File: src/rtl/prio_pkg.sv
package prio_pkg;
    localparam int DEF_LINES   = 8;
    localparam int DEF_CASCADE = 2;
endpackage

File: src/rtl/prio_rank_find.sv
// Rotate the vector so the base line lands at bit 0, then find the lowest set bit.
module prio_rank_find #(
    parameter int N = prio_pkg::DEF_LINES,
    localparam int IDX_W  = $clog2(N),
    localparam int RANK_W = IDX_W + 1
) (
    input  logic [N-1:0]      vec,
    input  logic [IDX_W-1:0]  base,
    output logic [RANK_W-1:0] rank
);
    logic [2*N-1:0] dbl;
    logic [2*N-1:0] shifted;
    logic [N-1:0]   rot;

    assign dbl     = {vec, vec};
    assign shifted = dbl >> base;
    assign rot     = shifted[N-1:0];

    always_comb begin
        rank = RANK_W'(N);
        for (int k = N - 1; k >= 0; k--) begin
            if (rot[k]) begin
                rank = RANK_W'(k);
            end
        end
    end
endmodule

File: src/rtl/prio_service_mask.sv
// Adjust the in-service set for special mask and special nesting modes.
module prio_service_mask #(
    parameter int N       = prio_pkg::DEF_LINES,
    parameter int CASCADE = prio_pkg::DEF_CASCADE
) (
    input  logic [N-1:0] isr_vec,
    input  logic [N-1:0] mask_vec,
    input  logic         spec_mask_en,
    input  logic         spec_nest_en,
    input  logic         is_master,
    output logic [N-1:0] svc_vec
);
    for (genvar i = 0; i < N; i++) begin : g_line
        logic keep;
        if (i == CASCADE) begin : g_casc
            assign keep = !(spec_mask_en && mask_vec[i]) && !(spec_nest_en && is_master);
        end else begin : g_plain
            assign keep = !(spec_mask_en && mask_vec[i]);
        end
        assign svc_vec[i] = isr_vec[i] && keep;
    end
endmodule

File: src/rtl/prio_resolver.sv
module prio_resolver #(
    parameter int NUM_LINES = prio_pkg::DEF_LINES,
    parameter int CASCADE   = prio_pkg::DEF_CASCADE,
    localparam int IDX_W  = $clog2(NUM_LINES),
    localparam int RANK_W = IDX_W + 1
) (
    input  logic                 clk,
    input  logic                 rst_n,
    input  logic [NUM_LINES-1:0] req_vec,
    input  logic [NUM_LINES-1:0] mask_vec,
    input  logic [NUM_LINES-1:0] isr_vec,
    input  logic [IDX_W-1:0]     rot_base,
    input  logic                 spec_mask_en,
    input  logic                 spec_nest_en,
    input  logic                 is_master,
    output logic                 grant_valid,
    output logic [IDX_W-1:0]     grant_line,
    output logic                 int_out
);
    logic [NUM_LINES-1:0] pend_vec;
    logic [NUM_LINES-1:0] svc_vec;
    logic [RANK_W-1:0]    pend_rank;
    logic [RANK_W-1:0]    svc_rank;

    assign pend_vec = req_vec & ~mask_vec;

    prio_service_mask #(.N(NUM_LINES), .CASCADE(CASCADE)) u_svc (
        .isr_vec      (isr_vec),
        .mask_vec     (mask_vec),
        .spec_mask_en (spec_mask_en),
        .spec_nest_en (spec_nest_en),
        .is_master    (is_master),
        .svc_vec      (svc_vec)
    );

    prio_rank_find #(.N(NUM_LINES)) u_pend_rank (
        .vec  (pend_vec),
        .base (rot_base),
        .rank (pend_rank)
    );

    prio_rank_find #(.N(NUM_LINES)) u_svc_rank (
        .vec  (svc_vec),
        .base (rot_base),
        .rank (svc_rank)
    );

    assign grant_valid = pend_rank < svc_rank;
    assign grant_line  = pend_rank[IDX_W-1:0] + rot_base;

    always_ff @(posedge clk or negedge rst_n) begin
        if (!rst_n) begin
            int_out <= 1'b0;
        end else begin
            int_out <= grant_valid;
        end
    end
endmodule

File: config.mk
export PLATFORM = sky130hd
export DESIGN_NAME = prio_resolver
export DESIGN_NICKNAME = d
export VERILOG_FILES = /design/src/rtl/prio_pkg.sv /design/src/rtl/prio_rank_find.sv /design/src/rtl/prio_service_mask.sv /design/src/rtl/prio_resolver.sv
export SDC_FILE = /design/constraint.sdc
export NUM_CORES = 1
export LEC_CHECK = 0
export CAP_MARGIN = 10
export CORE_UTILIZATION = 47
export DETAILED_ROUTE_END_ITERATION = 8
export HOLD_SLACK_MARGIN = 0.15
export PLACE_DENSITY_LB_ADDON = 0.2
export SLEW_MARGIN = 10
export SYNTH_ARGS = -nofsm -noshare
export SYNTH_HDL_FRONTEND = slang
export SYNTH_SLANG_ARGS = --single-unit
File: constraint.sdc
create_clock -name clk -period 7 [get_ports clk]
set_input_delay 1.75 -clock clk [delete_from_list [all_inputs] [get_ports clk]]
set_output_delay 1.75 -clock clk [all_outputs]
set_load 0.1 [all_outputs]
* Word-level counts from Yosys, hierarchy flattened
Cells that the tools add are included.
** Storage, ports and cells
- Flip-flop bits (word level) :: 1
- Memory bits (read-only) :: 0
- Latch bits :: 0
- Memories kept :: 0
- Memory bits (writable) :: 0
- Output and inout bits :: 5
- Bits of input ports :: 32
** Operators by class
- Equality and inequality tests :: 0
- Add/sub/neg operators :: 1
- Multipliers :: 0
- Order comparisons :: 1
- Reductions and logical operators :: 27
- Bitwise logic cells :: 2
- Div/mod/pow operators :: 0
- Mux-type cells :: 16
- Shifts and indexed selects :: 2
** Operators with widths (count)
- $mux W4 :: 16
- $shr A16 B3 Y8 :: 2
- $logic_and A1 B1 Y1 :: 18
- $logic_not A1 Y1 :: 9
- $and A8 B8 Y8 :: 1
- $not A8 Y8 :: 1
- $lt A4 B4 Y1 :: 1
- $add A3 B3 Y3 :: 1

* Depth between registers and ports, before layout
- Depth in word-level cells :: 14
- Gate-level depth with buffers :: 11
- Gate-level depth less buffers :: 10

* By module
Synthesis repeated with hierarchy kept, for this count alone.
** Unflattened totals
- Cell total of the unflattened synthesis :: 143
- Area, all modules :: 1272.5 µm²
** By module, submodules not included
- prio_rank_find :: cells an instance 53, area each 488.0 µm², sequential area each 0.0 µm², instances 2
- prio_resolver :: cells an instance 28, area each 225.2 µm², sequential area each 25.0 µm², instances 1
- prio_service_mask :: cells an instance 9, area each 71.3 µm², sequential area each 0.0 µm², instances 1

* Least setup slack after synthesis
OpenSTA, ideal clock, no wires.
- Kind :: input to output
- Start point :: in rot_base[0]
- End point :: out grant_valid
- Path slack :: -192 ps
- Buffers on the path :: 1
- Stages on the path :: 10
- Arrival :: 5442 ps
- Data required time :: 5250 ps
- Cell sequence :: buf_6 > inv_8 > mux2_4 > mux4_2 > nand2b_1 > nand3b_1 > or3_1 > ha_1 > or4_1 > o32ai_2
** On the way
- Cells in the longest elaborated chain, start to end :: 10
** RTL lines
- start, declared :: line prio_resolver.sv:12 : input logic [IDX_W-1:0] rot_base,
- $shr A16 B3 Y8 :: line prio_rank_find.sv:16 : assign shifted = dbl >> base;
- $mux W4 (8 in series) :: line prio_rank_find.sv:22 : if (rot[k]) begin
- $lt A4 B4 Y1 (*) :: line prio_resolver.sv:48 : assign grant_valid = pend_rank < svc_rank;
- end, declared :: line prio_resolver.sv:16 : output logic grant_valid,
Every way passes the cells marked *; elsewhere a longest branch is shown, timed or not.

* Final worst setup path
- Start point :: in mask_vec[0]
- End point :: out grant_valid
** On the way
- Cells in the longest elaborated chain, start to end :: 13
** RTL lines
- start, declared :: line prio_resolver.sv:10 : input logic [NUM_LINES-1:0] mask_vec,
- $logic_and A1 B1 Y1 :: line prio_service_mask.sv:18 : assign keep = !(spec_mask_en && mask_vec[i]);
- $logic_not A1 Y1 :: line prio_service_mask.sv:18
- $logic_and A1 B1 Y1 :: line prio_service_mask.sv:20 : assign svc_vec[i] = isr_vec[i] && keep;
- $shr A16 B3 Y8 :: line prio_rank_find.sv:16
- $mux W4 (8 in series) :: line prio_rank_find.sv:22
- $lt A4 B4 Y1 (*) :: line prio_resolver.sv:48
Marks and branches as above.

==> impl_results.md <==
* Sequential Area at roughly 25 sq um
* Total Nets Final at just under 200
* Synthesized flop and latch total at 1
* Worst Setup Start Kind: input port
* Non-filler cells, final at between 150 and 200
* Syn. warnings at 0
* Die Footprint at roughly 2700 sq um
* Worst hold path type: in2async
* CP Capture Type: output pin
* Antenna viol nets, final at 0
* Critical Path Sink: grant_valid
* Final Hold Vio Count at 0
* Critical Path AT at 5.12 ns
* Area after DPL at ~1700 sq um
* Post-synthesis area per instance at roughly 10 sq um
* Largest net degree at the start of global routing at 12
* Worst hold slack at roughly 1.9 ns
* RSZ-0062 raised after global routing: false
* Dominant cell type by area after synthesis: mux4_2
* Die width at between 50 and 60 um
* Post-layout util at 0.736
* Post-synthesis cell count at 112
* First-pass GRT wire length at 4.90 mm
* Core box area at about 2300 sq um
* Routability cong. at 0.909
* Top-area cell type share of the netlist area at 0.193
* Die extent in y at 51.9 um
* Regs by FF count: int_out: 1 flops
* Part of the cycle the worst path needs at 0.981
* Min cycle time layout at 6.87 ns
* DR iter-0 viols at 10
* Asr flop ratio synth at 1.00
* Final Instance Area at around 1700 sq um
* Leak at ~0.68 nW
* Post-Synthesis Net Count at around 150
* EDFF count, synth at 0
* Core Rows at 17
* Wire length per cell at ~16 um
* Clk pin slew, worst setup/hold paths at 0 ns
* Dpl hpwl at between 2 and 3 mm
* Max-Cap Viols at 0
* Most frequent cells after synthesis: 11 x nand2b_1, 11 x nor2b_1, 10 x mux4_2
* # fillers at between 150 and 200
* Sequential area share after synthesis at 0.0214
* Pre-CTS setup slack at -0.0177 ns
* Crit path kind: in2out
* Initial Util at 0.513
* Max VDD drop at approximately 170 uV
* Achievable frequency at ~150 MHz
* Status: completed
* Largest cells by area after synthesis: mux4_2 19%, mux4_1 13%, nand2b_1 5.9%
* Grt ovf at 0
* Vias per inst at slightly above 6
* CP startpoint: mask_vec[0]
* Drt drc at 0
* Post-route worst setup slack at around 0.13 ns
* Library cells used by synthesis at 43
* Cell area after synthesis at roughly 1200 sq um
* Total number of vias at between 1,000 and 1,500
* Worst Path Required at ~5.3 ns
* Placed insts at 180
* Inserted Diodes at 0
* Pins Over Slew Limit at 0
* Footprint of the multi-input gates at 1090 sq um
* Max reg flops at 1
* P&R area growth vs syn at 43.3%
* Pwr Density at approximately 170 nW/um^2
* GRT Total Usage at 0.239
* Initial antenna violation count at 0
* Number of global-route vias before repair at between 1,000 and 1,500
* Slew HR at 0.360
* Drt total wl at approximately 2.9 mm
* DRT Pass-1 Iters at 4
* Setup Viol. Count Final at 0
* PortBufs at 36
* Worst-margin pin slew at 0.957 ns
* # IOs at 37
* Worst-path fanout max at 5
* Primary FF master, synth: dfrtp_1
* Biggest register: int_out
* Layout cell share with drive strength beyond 1 at 0.253
-- cell usage in the layout (no fill, tap or decap), types with 5 or more instances in the layout --
cell type and n:
a21boi_0 7, a21oi_1 5, buf_12 5, buf_4 9, clkdlybuf4s50_1 30, mux2i_1 5
mux4_1 6, mux4_2 10, nand2b_1 11, nor2_1 6, nor2b_1 11
-- how the worst min path moves through the flow --
stage          depth (start not counted)  slack, ns  startpoint           endpoint
4_1_cts                                1       1.91       rst_n  int_out$_DFF_PN0_
3_5_place_dp                           1       1.91       rst_n  int_out$_DFF_PN0_
6_report                               1       1.90       rst_n  int_out$_DFF_PN0_
5_1_grt                                1       1.91       rst_n  int_out$_DFF_PN0_
2_1_floorplan                          0       1.45       rst_n  int_out$_DFF_PN0_
3_3_place_gp                           1       1.90       rst_n  int_out$_DFF_PN0_
-- where the power goes --
group	internal, W	switching (W)
combinational	0.000115	0.000153
sequential	0.00000881	0.000000700
clock	0	0
total	0.000124	0.000153
-- critical path, stage by stage --
cell	delay [ns]
clkdlybuf4s50_1	0.51
a21boi_0	0.13
mux2_4	0.31
mux4_2	0.47
nand2b_1	0.16
nand3b_1	0.16
or3_1	0.35
ha_1	0.20
or4_4	0.52
o32ai_4	0.32
buf_12	0.21
-- area by class of cell --
cell class / count / area share
well taps: 28 / 0.0209
inverters: 6 / 0.0187
flip-flops and latches: 1 / 0.0149
repair buffers: 46 / 0.294
multi-input cells: 101 / 0.651
-- layer usage --
layer / GRT usage / share of wire / up-vias
li1: - / - / 537
met1: 0.271 / 0.41 / 554
met2: 0.491 / 0.56 / 42
met3: 0.00877 / 0.039 / 0
met4: 0.0270 / 0 / 0
met5: 0 / 0 / -
-- metrics by stage --
| step | TNS (ns) | total power (W) |
|---|---|---|
| 4_1_cts | 0 | 0.000279 |
| 6_report | 0 | 0.000278 |
| 3_5_place_dp | -0.0177 | 0.000276 |
| 5_1_grt | 0 | 0.000293 |
| 3_3_place_gp | 0 | 0.000270 |
| 2_1_floorplan | 0 | 0.000191 |
-- cell families (layout without fill, tap and decap cells) --
group	after synthesis	in the layout	share of synthesized area
fa+ha+maj	5	5	0.0600
compound gates	28	28	0.184
simple gates	39	39	0.216
xor+xnor	2	2	0.0150
flops	1	1	0.0214
buf+inv	10	52	0.0653
mux	27	27	0.438
-- repair_timing --
action | in CTS | in global routing
pin swaps | 1 | 1
resized for setup | 1 | 3
hold buffers | 0 | 0
buffers inserted | 2 | 0
setup endpoints to repair | 1 | 1
Note: power is estimated with default switching activity, not from simulation.
